### src/rtl/lp_stop_seq.sv
module lp_stop_seq #(
  parameter int N = 4,
  parameter int CNT_W = 4,
  parameter logic [N-1:0] DOM_ASSIGNED = 4'b0101,
  parameter logic [N-1:0] IS_MASTER = 4'b0011
) (
  input  logic         clk,
  input  logic         rst_n,
  input  logic [N-1:0] stop_req_dom,
  input  logic [N-1:0] stop_req_sys,
  input  logic [N-1:0] xfer_req,
  input  logic [N-1:0] xfer_done,
  input  logic         irq_pend,
  output logic [N-1:0] xfer_rdy,
  output logic [N-1:0] stop_ack,
  output logic         lp_ready
);
  localparam logic [CNT_W-1:0] CNT_MAX = {CNT_W{1'b1}};
  localparam logic [CNT_W-1:0] CNT_ONE = {{(CNT_W-1){1'b0}}, 1'b1};

  logic [N-1:0] req_ok, go, accept, dec;
  logic [N-1:0][CNT_W-1:0] cnt, cnt_nxt;
  logic masters_done;

  assign masters_done = &(stop_ack | ~IS_MASTER);
  assign lp_ready = (&stop_ack) & ~irq_pend;

  for (genvar i = 0; i < N; i++) begin : g_lane
    if (DOM_ASSIGNED[i]) begin : g_own
      assign req_ok[i] = stop_req_dom[i];
    end else begin : g_shared
      assign req_ok[i] = stop_req_dom[i] & stop_req_sys[i];
    end

    if (IS_MASTER[i]) begin : g_mst
      assign go[i] = req_ok[i];
    end else begin : g_slv
      assign go[i] = req_ok[i] & masters_done;
    end

    assign xfer_rdy[i] = ~go[i] & (cnt[i] != CNT_MAX);
    assign accept[i]   = xfer_req[i] & xfer_rdy[i];
    assign dec[i]      = xfer_done[i] & (cnt[i] != '0);
    assign cnt_nxt[i]  = cnt[i] - (dec[i] ? CNT_ONE : '0) + (accept[i] ? CNT_ONE : '0);

    always_ff @(posedge clk or negedge rst_n) begin
      if (!rst_n) begin
        cnt[i]      <= '0;
        stop_ack[i] <= 1'b0;
      end else begin
        cnt[i]      <= cnt_nxt[i];
        stop_ack[i] <= go[i] & (cnt_nxt[i] == '0);
      end
    end
  end
endmodule

### config.mk
export PLATFORM = sky130hd
export DESIGN_NAME = lp_stop_seq
export DESIGN_NICKNAME = d
export VERILOG_FILES = /design/src/rtl/lp_stop_seq.sv
export SDC_FILE = /design/constraint.sdc
export NUM_CORES = 1
export LEC_CHECK = 0
export ABC_CLOCK_PERIOD_IN_PS = 2950
export BUFFER_PORTS_ARGS = -buffer_cell sky130_fd_sc_hd__buf_4
export CORE_ASPECT_RATIO = 1.75
export CORE_MARGIN = 2
export CORE_UTILIZATION = 54
export DETAILED_ROUTE_END_ITERATION = 12
export HOLD_SLACK_MARGIN = 0.03
export PLACE_DENSITY = 0.83
export RECOVER_POWER = 25
export SYNTH_ARGS = -nofsm -noshare
export SYNTH_HDL_FRONTEND = slang
export SYNTH_SLANG_ARGS = --single-unit
### constraint.sdc
create_clock -name clk -period 2.95 [get_ports clk]
set_input_delay 0.59 -clock clk [delete_from_list [all_inputs] [get_ports clk]]
set_output_delay 0.59 -clock clk [all_outputs]
set_load 0.05 [all_outputs]
==> flow_summary.toml, run 1 <==
[status]
status = "finished, final reports clean"

[drt]
drt_first_pass_iters = 2
wl_per_cell_um = 13.7
vias = 1081
final_antenna_net_count = 0
routed_wl_um = 2700
wl_met1_um = 929
drt_iter0_drc = 19
drc = 0
wl_met3_um = 87
dr_wl_met2_um = 1660
viasPerCell = 5.49
top_layer = "met4"

[clock_tree]
clk_latency_ps = 260
cts_root_buffer = "clkbuf_8"
cts-resized-gates = 0
cts_made_buffers = 3
cts_setup_buffers = 0
h-tree-depth = 1
tritoncts = "built"
clock_sinks = 20
clkTransAtPathRegs_ps = 70
clk_path_buf_depth = 2
ctsHoldBuffers = 0

[floorplan]
coreArea_mm2 = 0.00246
ioPinCount = 28
die_w_um = 42.4
fp.dieArea_mm2 = 0.00302
dieHeight_um = 71.2
start_util = 0.566
num_rows = 24

[placed_design]
gp_congestion = 0.818
placed_cells = 193
portBuffers = 25
hpwl_um = 2350
pre_cts_ws_ps = 386
placed_cell_area_mm2 = 0.00162

[global_route]
grt_pass1_vias = 1206
grt_pass1_wl_um = 4920
grt.overflow.total = 0
antenna_found_initial = 0
grt_start_max_net_pins = 21
grtUsageTotal = 0.211

[final_layout]
design_area_mm2 = 0.00169
regArea_um2 = 500
layout-drive-gt1-share = 0.187
instances_no_fill = 197
fin_nets = 219
syn_to_final_growth_pct = 21.1
antenna_cells = 0
multi_input_area_um2 = 763
fill_cells = 202

[timing]
fmax_ghz = 0.410
worstMarginPinSlew_ps = 1050
slew_headroom = 0.302
setup_viol = 0
period_minus_slack_ps = 2440
maxSlewViolCount = 0
fin_ws_ps = 511
finalSetupTns_ps = 0
rsz0062_at_grt = "no"
fin_crit_sh = 0.827
finClkSkew_ps = 0.883
hold_violations = 0

[logic_synthesis]
ys_ff_latch = 20
syn_nets = 189
synth_area_mm2 = 0.00139
yosysWarnings = 0
ys_types = 30
syn_area_per_cell_um2 = 9.81
synth.yosys.seq_area_share = 0.359
syn_inst = 142

[pwr]
power.leakage_nw = 0.914
power_mw = 2.00
power_density_mw_per_mm2 = 1190
vdd_drop_max_uv = 644

[worst_setup_path]
startpoint = "cnt[2]"
endpoint = "stop_ack[0]"
cp.required_ps = 3150
r2r-end = "stop_ack[0]"
worstSetupPathType = "reg -> reg"
ff2ff_path_depth = 11
crit_arrival_ps = 2640
start_kind = "flip-flop"
ff2ff_setup_slack_ps = 510
path_max_fanout = 4
critPathCaptureType = "flip-flop"
r2r_start = "cnt[2]"

[min_path]
min-delay-path-class = "in -> async"

[job]
cap_violations = 0
## how the worst min path moves through the flow
stage	endpoint	slack, ps	cells past startpoint
2_1_floorplan	cnt[0]	290	0
3_3_place_gp	cnt[9]	480	1
3_5_place_dp	cnt[9]	480	1
4_1_cts	cnt[9]	200	1
5_1_grt	cnt[8]	590	1
6_report	cnt[9]	490	1
## sequential cells by signal, indices dropped and copies added (netlist names)
signal and count:
cnt 16, stop_ack 4
## placed cells by master, fill, tap and decap left out, types with 4 or more instances in the layout
cell type / count
a21oi_1: 6
and2_1: 4
a31oi_1: 7
fa_1: 4
buf_4: 24
inv_1: 36
ha_1: 24
dfrtp_1: 20
nor2_1: 4
xnor2_1: 4
## where the power goes
| group | total, mW | switching (mW) | internal (mW) |
|---|---|---|---|
| clock | 0.271 | 0.0898 | 0.181 |
| sequential | 0.505 | 0.0895 | 0.415 |
| combinational | 1.22 | 0.689 | 0.535 |
## layer usage
layer,vias to the layer above,track usage
met5,-,0
met4,0,0.0486
met3,4,0.0383
met2,22,0.422
met1,526,0.215
li1,529,-
## synthesized netlist by cell type
library cell | instances | area, um2
a211oi_1 | 1 | 7.51
a21o_1 | 1 | 7.51
a21oi_1 | 6 | 30.0
a31oi_1 | 8 | 50.1
a32oi_1 | 1 | 8.76
a41o_1 | 1 | 10.0
and2_1 | 4 | 25.0
and3_1 | 3 | 18.8
and4_1 | 1 | 8.76
and4bb_2 | 1 | 12.5
dfrtp_1 | 20 | 500
fa_1 | 4 | 80.1
ha_1 | 24 | 300
inv_1 | 36 | 135
nand2_1 | 3 | 11.3
nand3_1 | 3 | 15.0
nand4_1 | 2 | 12.5
nor2_1 | 4 | 15.0
nor2b_1 | 1 | 6.26
nor3_1 | 1 | 5.00
nor4_1 | 1 | 6.26
nor4bb_1 | 1 | 10.0
o21a_1 | 1 | 7.51
o21ai_0 | 1 | 5.00
o32ai_1 | 1 | 8.76
or2_2 | 2 | 12.5
or3_1 | 2 | 12.5
or3b_1 | 1 | 8.76
xnor2_1 | 4 | 35.0
xor2_1 | 3 | 26.3
## layout make-up
type / instances / share of cell area
clock buffers: 3 / 0.0245
clock inverters: 1 / 0.0178
inverters: 36 / 0.0801
multi-input cells: 86 / 0.453
flip-flops and latches: 20 / 0.297
well taps: 26 / 0.0193
repair buffers: 25 / 0.109
## logic make-up (layout without fill, tap and decap cells)
family,count (synthesis),after routing,share of synthesized area
xor gates and xnor gates,7,7,0.0440
adders and majority gates,28,28,0.273
buffers and inverters,36,65,0.0970
DFF,20,20,0.359
and+or+nand+nor,30,30,0.129
AOI/OAI and AO/OA,21,21,0.0970
## metrics by stage
step,utilization,hold WS [ps]
4_1_cts,0.686,202
2_1_floorplan,-,294
3_3_place_gp,0.658,478
6_report,0.685,493
3_5_place_dp,0.658,482
5_1_grt,0.685,593
## worst max-delay path, cell delays in order (launching register included)
cell	delay, ps
dfrtp_1	360
inv_1	70
ha_1	190
a31oi_1	140
ha_1	250
inv_1	60
ha_1	160
inv_1	50
fa_1	440
or3b_1	370
o32ai_1	130
o21a_1	170
No activity file was read; power rests on OpenSTA's default activity.
==> inputs of run 2 (changes only) <==
--- a/config.mk
+++ b/config.mk
@@ -5,14 +5,15 @@
 export SDC_FILE = /design/constraint.sdc
 export NUM_CORES = 1
 export LEC_CHECK = 0
-export ABC_CLOCK_PERIOD_IN_PS = 2950
+export ABC_AREA = 1
+export ABC_CLOCK_PERIOD_IN_PS = 2200
 export BUFFER_PORTS_ARGS = -buffer_cell sky130_fd_sc_hd__buf_4
 export CORE_ASPECT_RATIO = 1.75
 export CORE_MARGIN = 2
-export CORE_UTILIZATION = 54
+export CORE_UTILIZATION = 49
 export DETAILED_ROUTE_END_ITERATION = 12
 export HOLD_SLACK_MARGIN = 0.03
-export PLACE_DENSITY = 0.83
+export PLACE_DENSITY = 0.79
 export RECOVER_POWER = 25
 export SYNTH_ARGS = -nofsm -noshare
 export SYNTH_HDL_FRONTEND = slang
==> constraint.sdc (replaced) <==
create_clock -name clk -period 2.2 [get_ports clk]
set_input_delay 0.44 -clock clk [delete_from_list [all_inputs] [get_ports clk]]
set_output_delay 0.44 -clock clk [all_outputs]
set_load 0.05 [all_outputs]
==> run 2 against run 1 <==
Compared with the run above:
- register-to-register slack worse by 460 ps
- design area is 8.2% higher
- first-iteration DRC count is 5.3% lower
- clock power is 35% higher
- non-clock buffer count is 6 higher
- sequential power is 33% higher
- critical endpoint unchanged
- highest routed layer unchanged
==> flow_summary.toml, run 2 <==
[status]
status = "finished, final reports clean"

[global_route]
grt_start_max_net_pins = 21
antenna_found_initial = 0
grtUsageTotal = 0.195
grt_pass1_vias = 1236
grt.overflow.total = 0
grt_pass1_wl_um = 4850

[placed_design]
hpwl_um = 2370
placed_cells = 219
placed_cell_area_mm2 = 0.00165
gp_congestion = 0.842
portBuffers = 25

[logic_synthesis]
synth_area_leaders = "dfrtp_1, ha_1, inv_1"
synth-compound-area-share = 0.0177
synth_most_common_cell = "inv_1"
synth.yosys.seq_area_share = 0.354
syn_nets = 212
synthTopCellsByCount = "inv_1, ha_1, nand2_1, dfrtp_1, nor2_1"
synthAdderAreaFrac = 0.269
ys.flop_type = "dfrtp_1"
yosysWarnings = 0
ys_ff_latch = 20
ys_types = 18
synth_area_mm2 = 0.00141
synth.area.mux_share = 0
synthArstFlopShare = 1.00
synth_top_area_frac = 0.354
synth_top_family_by_area = "adder cells"
synthXorXnorAreaFrac = 0.0248
syn_inst = 165
synth-edff-count = 0
synth_simple_gate_area_frac = 0.204
yosysTopAreaCell = "dfrtp_1"
syn_area_per_cell_um2 = 8.56

[drt]
drc = 0
wl_per_cell_um = 12.5
drt_iter0_drc = 18
vias = 1150
viasPerCell = 5.07
final_antenna_net_count = 0
drt_first_pass_iters = 4
routed_wl_um = 2840

[pwr]
vdd_drop_max_uv = 1180
power_frac_seq = 0.226
power.leakage_nw = 1.02
pwr-share-clk = 0.123
power_density_mw_per_mm2 = 1630
pwr-share-comb = 0.651
p_sw_mw = 1.33
p_sw_frac = 0.448
intPower_mw = 1.64

[timing]
slew_headroom = 0.312
finClkSkew_ps = 2.28
rsz0062_at_grt = "yes"
fin_crit_sh = 0.977
worstMarginPinSlew_ps = 1030
period_minus_slack_ps = 2150
fmax_ghz = 0.465
hold_violations = 0
setup_viol = 0
maxSlewViolCount = 0

[clock_tree]
tritoncts = "built"
clk_path_buf_depth = 2
h-tree-depth = 1
cts_made_buffers = 3
ctsHoldBuffers = 0
clkTransAtPathRegs_ps = 70
clk_latency_ps = 260
cts_root_buffer = "clkbuf_8"
clock_sinks = 20

[final_layout]
regArea_um2 = 500
layout-drive-gt1-share = 0.310
fill_cells = 213
final_cell_mix = "inv_1, buf_4, nand2_1"
final_common_cell = "inv_1"
reg_top3 = "cnt (16), stop_ack (4)"
top_register = "cnt"
multi_input_area_um2 = 807
design_area_mm2 = 0.00183
antenna_cells = 0
largest_register_ffs = 16
syn_to_final_growth_pct = 29.2
instances_no_fill = 227
fin_nets = 248

[worst_setup_path]
critPathCaptureType = "flip-flop"
start_kind = "flip-flop"
crit_arrival_ps = 2350
worstSetupPathType = "reg -> reg"
cp.required_ps = 2400
path_max_fanout = 2

[job]
cap_violations = 0

[floorplan]
die_w_um = 44.6
dieHeight_um = 75.0
start_util = 0.519
fp.dieArea_mm2 = 0.00334
coreArea_mm2 = 0.00272
ioPinCount = 28
num_rows = 25

[min_path]
min-delay-path-class = "in -> async"
run 2: timing repair:
item / CTS / global route
pin swaps: 8 / 9
setup buffers: 0 / 4
setup endpoints to repair: 3 / 4
gates cloned: 0 / 0
gates resized for setup: 6 / 14
run 2: area by class of cell:
| type | count | share of cell area |
|---|---|---|
| timing repair buffer | 31 | 0.125 |
| multi-input combinational | 96 | 0.442 |
| inverter | 49 | 0.101 |
| clock inverter | 1 | 0.0164 |
| sequential | 20 | 0.274 |
| clock buffer | 3 | 0.0226 |
| tap | 27 | 0.0185 |
run 2: final timing paths:
check | startpoint | to | slack [ps] | cells after the start
min reg2reg | stop_ack[0] | stop_ack[2] | 710 | 3
max reg2reg | cnt[3] | stop_ack[0] | 50 | 12
min | rst_n | cnt[15] | 330 | 1
min in group clk | stop_req_dom[0] | stop_ack[0] | 530 | 5
max in group asynchronous | rst_n | cnt[10] | 1250 | 1
max | cnt[3] | stop_ack[0] | 50 | 12
run 2: power groups by stage:
stage                     Clock (mW)  Sequential [mW]  Combinational [mW]
after detailed placement           0            0.671                1.71
after floorplan                    0            0.682                1.24
after global placement             0            0.659                1.57
after global routing           0.394            0.694                2.23
final                          0.365            0.673                1.94
after CTS                      0.374            0.666                1.78
run 2: worst max-delay path, cell delays in order, from the launching register on:
cell and delay, ps:
dfrtp_1 360, inv_1 70, ha_4 160, a31oi_2 160, ha_1 250, inv_1 60, ha_2 170, inv_1 50
fa_1 480, inv_1 60, nor3_2 100, nand2_1 80, nor2_2 80
run 2: cells by family after synthesis:
| family | Yosys count |
|---|---|
| xor+xnor | 4 |
| buf+inv | 49 |
| compound gates | 4 |
| simple gates | 60 |
| fa+ha+maj | 28 |
| flops | 20 |
run 2: metal layers:
metal | share of wire | vias to the layer above | track usage
met4 | 0.017 | 0 | 0.0707
met2 | 0.60 | 24 | 0.396
met3 | 0.033 | 4 | 0.0288
met1 | 0.35 | 555 | 0.184
met5 | 0 | - | 0
li1 | - | 567 | -
run 2: through the flow:
| stage | total power, mW | setup TNS (ps) | utilization | worst slack, ps | hold WS, ps |
|---|---|---|---|---|---|
| 4_1_cts | 2.82 | 0 | 0.641 | 7.55 | 40.9 |
| 2_1_floorplan | 1.92 | 0 | - | 118 | 144 |
| 3_3_place_gp | 2.23 | -17.1 | 0.608 | -17.1 | 325 |
| 3_5_place_dp | 2.38 | -137 | 0.608 | -121 | 328 |
| 5_1_grt | 3.32 | -194 | 0.671 | -79.8 | 429 |
| 6_report | 2.98 | 0 | 0.671 | 50.9 | 332 |
==> inputs of run 3 (changes only) <==
==> config.mk (replaced) <==
export PLATFORM = sky130hd
export DESIGN_NAME = lp_stop_seq
export DESIGN_NICKNAME = d
export VERILOG_FILES = /design/src/rtl/lp_stop_seq.sv
export SDC_FILE = /design/constraint.sdc
export NUM_CORES = 1
export LEC_CHECK = 0
export ABC_AREA = 1
export ABC_CLOCK_PERIOD_IN_PS = 2000
export BUFFER_PORTS_ARGS = -buffer_cell sky130_fd_sc_hd__buf_2
export CORE_ASPECT_RATIO = 1.75
export CORE_MARGIN = 2
export CORE_UTILIZATION = 54
export DETAILED_ROUTE_END_ITERATION = 12
export HOLD_SLACK_MARGIN = 0.03
export PLACE_DENSITY = 0.82
export RECOVER_POWER = 25
export SYNTH_ARGS = -nofsm -noshare
export SYNTH_HDL_FRONTEND = slang
export SYNTH_SLANG_ARGS = --single-unit
==> constraint.sdc (replaced) <==
create_clock -name clk -period 2 [get_ports clk]
set_input_delay 0.4 -clock clk [delete_from_list [all_inputs] [get_ports clk]]
set_output_delay 0.4 -clock clk [all_outputs]
set_load 0.05 [all_outputs]
==> run 3 against run 2 <==
Compared with the run above:
- the flow now finishes with violations (negative setup slack)
- wire length increased by 22%
- critical path depth unchanged
- total power increased by 28%
- first-iteration DRC count decreased by 5.6%
- flip-flop and latch count unchanged
- global-route usage increased by 5.4 points
- sequential power increased by 11%
- clock-buffer cell count increased by 1
- combinational power increased by 42%
- fmax decreased by 2.0%
- hold slack got worse by 3.8 ps
- cell count increased by 7.9%
- highest routed layer unchanged
==> flow_summary.toml, run 3 (same netlist as run 2, synthesis figures left out) <==
[final_layout]
final_util = 0.817
fin_nets = 267
final_common_cell = "inv_1"
reg_top3 = "cnt (16), stop_ack (4)"
largest_register_ffs = 16
syn_to_final_growth_pct = 44.1
layout-drive-gt1-share = 0.498
antenna_cells = 0
final_cell_mix = "inv_1, buf_4, buf_2"
top_register = "cnt"

[clock_tree]
clock_sinks = 20
cts_made_buffers = 3
ctsHoldBuffers = 0
clk_latency_ps = 260
h-tree-depth = 1
clk_path_buf_depth = 2
cts_root_buffer = "clkbuf_8"
clkTransAtPathRegs_ps = 70
tritoncts = "built"

[drt]
vias = 1243
final_antenna_net_count = 0
routed_wl_um = 3460
drc = 0
wl_per_cell_um = 14.1
viasPerCell = 5.07
drt_first_pass_iters = 4
drt_iter0_drc = 17

[placed_design]
hpwl_um = 2590
gp_congestion = 0.782
pre_cts_ws_ps = -227
portBuffers = 25

[floorplan]
die_w_um = 42.7
num_rows = 24
coreArea_mm2 = 0.00249
ioPinCount = 28
fp.dieArea_mm2 = 0.00306
start_util = 0.567
dieHeight_um = 71.7

[timing]
finClkSkew_ps = 3.03
finalSetupTns_ps = -498
maxSlewViolCount = 0
fin_hold_ws_ps = 328
fmax_ghz = 0.456
fin_ws_ps = -194
rsz0062_at_grt = "yes"
setup_viol = 4
fin_crit_sh = 1.10
period_minus_slack_ps = 2190
hold_violations = 0
worstMarginPinSlew_ps = 1120
slew_headroom = 0.252

[worst_setup_path]
start_kind = "flip-flop"
crit_arrival_ps = 2390
critPathCaptureType = "flip-flop"
worstSetupPathType = "reg -> reg"
cp.required_ps = 2200
ff2ff_setup_slack_ps = -190
path_max_fanout = 2

[pwr]
power_mw = 3.81
power_density_mw_per_mm2 = 1870
power.leakage_nw = 1.09
vdd_drop_max_uv = 1350

[global_route]
grtUsageMet3 = 0.0252
grtUsageMet1 = 0.226
grt_pass1_vias = 1359
grt.overflow.total = 0
use_met2 = 0.519
grtUsageTotal = 0.249
grt_start_max_net_pins = 21
grt_pass1_wl_um = 5690
grt.busiest_layer = "met2"
antenna_found_initial = 0

[status]
status = "complete, but fails checks"
violations = "negative setup slack"

[min_path]
min-delay-path-class = "in -> async"

[job]
cap_violations = 0
## run 3: final timing paths
path                                 startpoint     endpoint  cells past startpoint
worst max-delay path                     cnt[3]  stop_ack[0]                     12
worst min-delay path                      rst_n       cnt[3]                      1
worst max register to register           cnt[3]  stop_ack[0]                     12
worst min register to register      stop_ack[1]  stop_ack[2]                      3
max in group asynchronous                 rst_n  stop_ack[0]                      1
min in group clk                stop_req_dom[0]  stop_ack[0]                      5
## run 3: metal layers
metal  vias up  part of all wire
li1        608                 -
met1       595              0.33
met2        29              0.62
met3        11             0.024
met4         0             0.026
met5         -                 0
## run 3: stage by stage
| step | instances | instance area (um2) |
|---|---|---|
| 5_1_grt | 245 | 2040 |
| 4_1_cts | 240 | 1900 |
| 3_3_place_gp | 230 | 1690 |
| 2_1_floorplan | 165 | 1420 |
| 6_report | 245 | 2040 |
| 3_5_place_dp | 230 | 1690 |
## run 3: what timing repair did
action / 4_1_cts / 5_1_grt
gates resized for setup: 30 / 25
setup buffers: 6 / 6
endpoints found under the setup margin: 8 / 11
pin swaps: 18 / 21
## run 3: worst max-delay path, stage by stage (launching register included)
cell	delay, ps
dfrtp_1	370
inv_2	50
ha_4	160
a31oi_4	170
ha_4	220
inv_2	60
ha_4	130
inv_2	40
fa_1	540
inv_2	50
nor3_2	170
nand2_1	80
nor2_2	100
## run 3: cell type report
cell class / instances / area (um2)
flip-flops and latches: 20 / 503
well taps: 26 / 32.5
repair buffers: 50 / 318
clock buffers: 4 / 55.1
inverters: 49 / 184
multi-input cells: 96 / 943
fillers: 157 / 457
## run 3: report_power, final
group	internal (mW)	switching, mW	leakage, nW
clock	0.176	0.139	0.0288
combinational	1.29	1.46	0.822
sequential	0.614	0.132	0.240
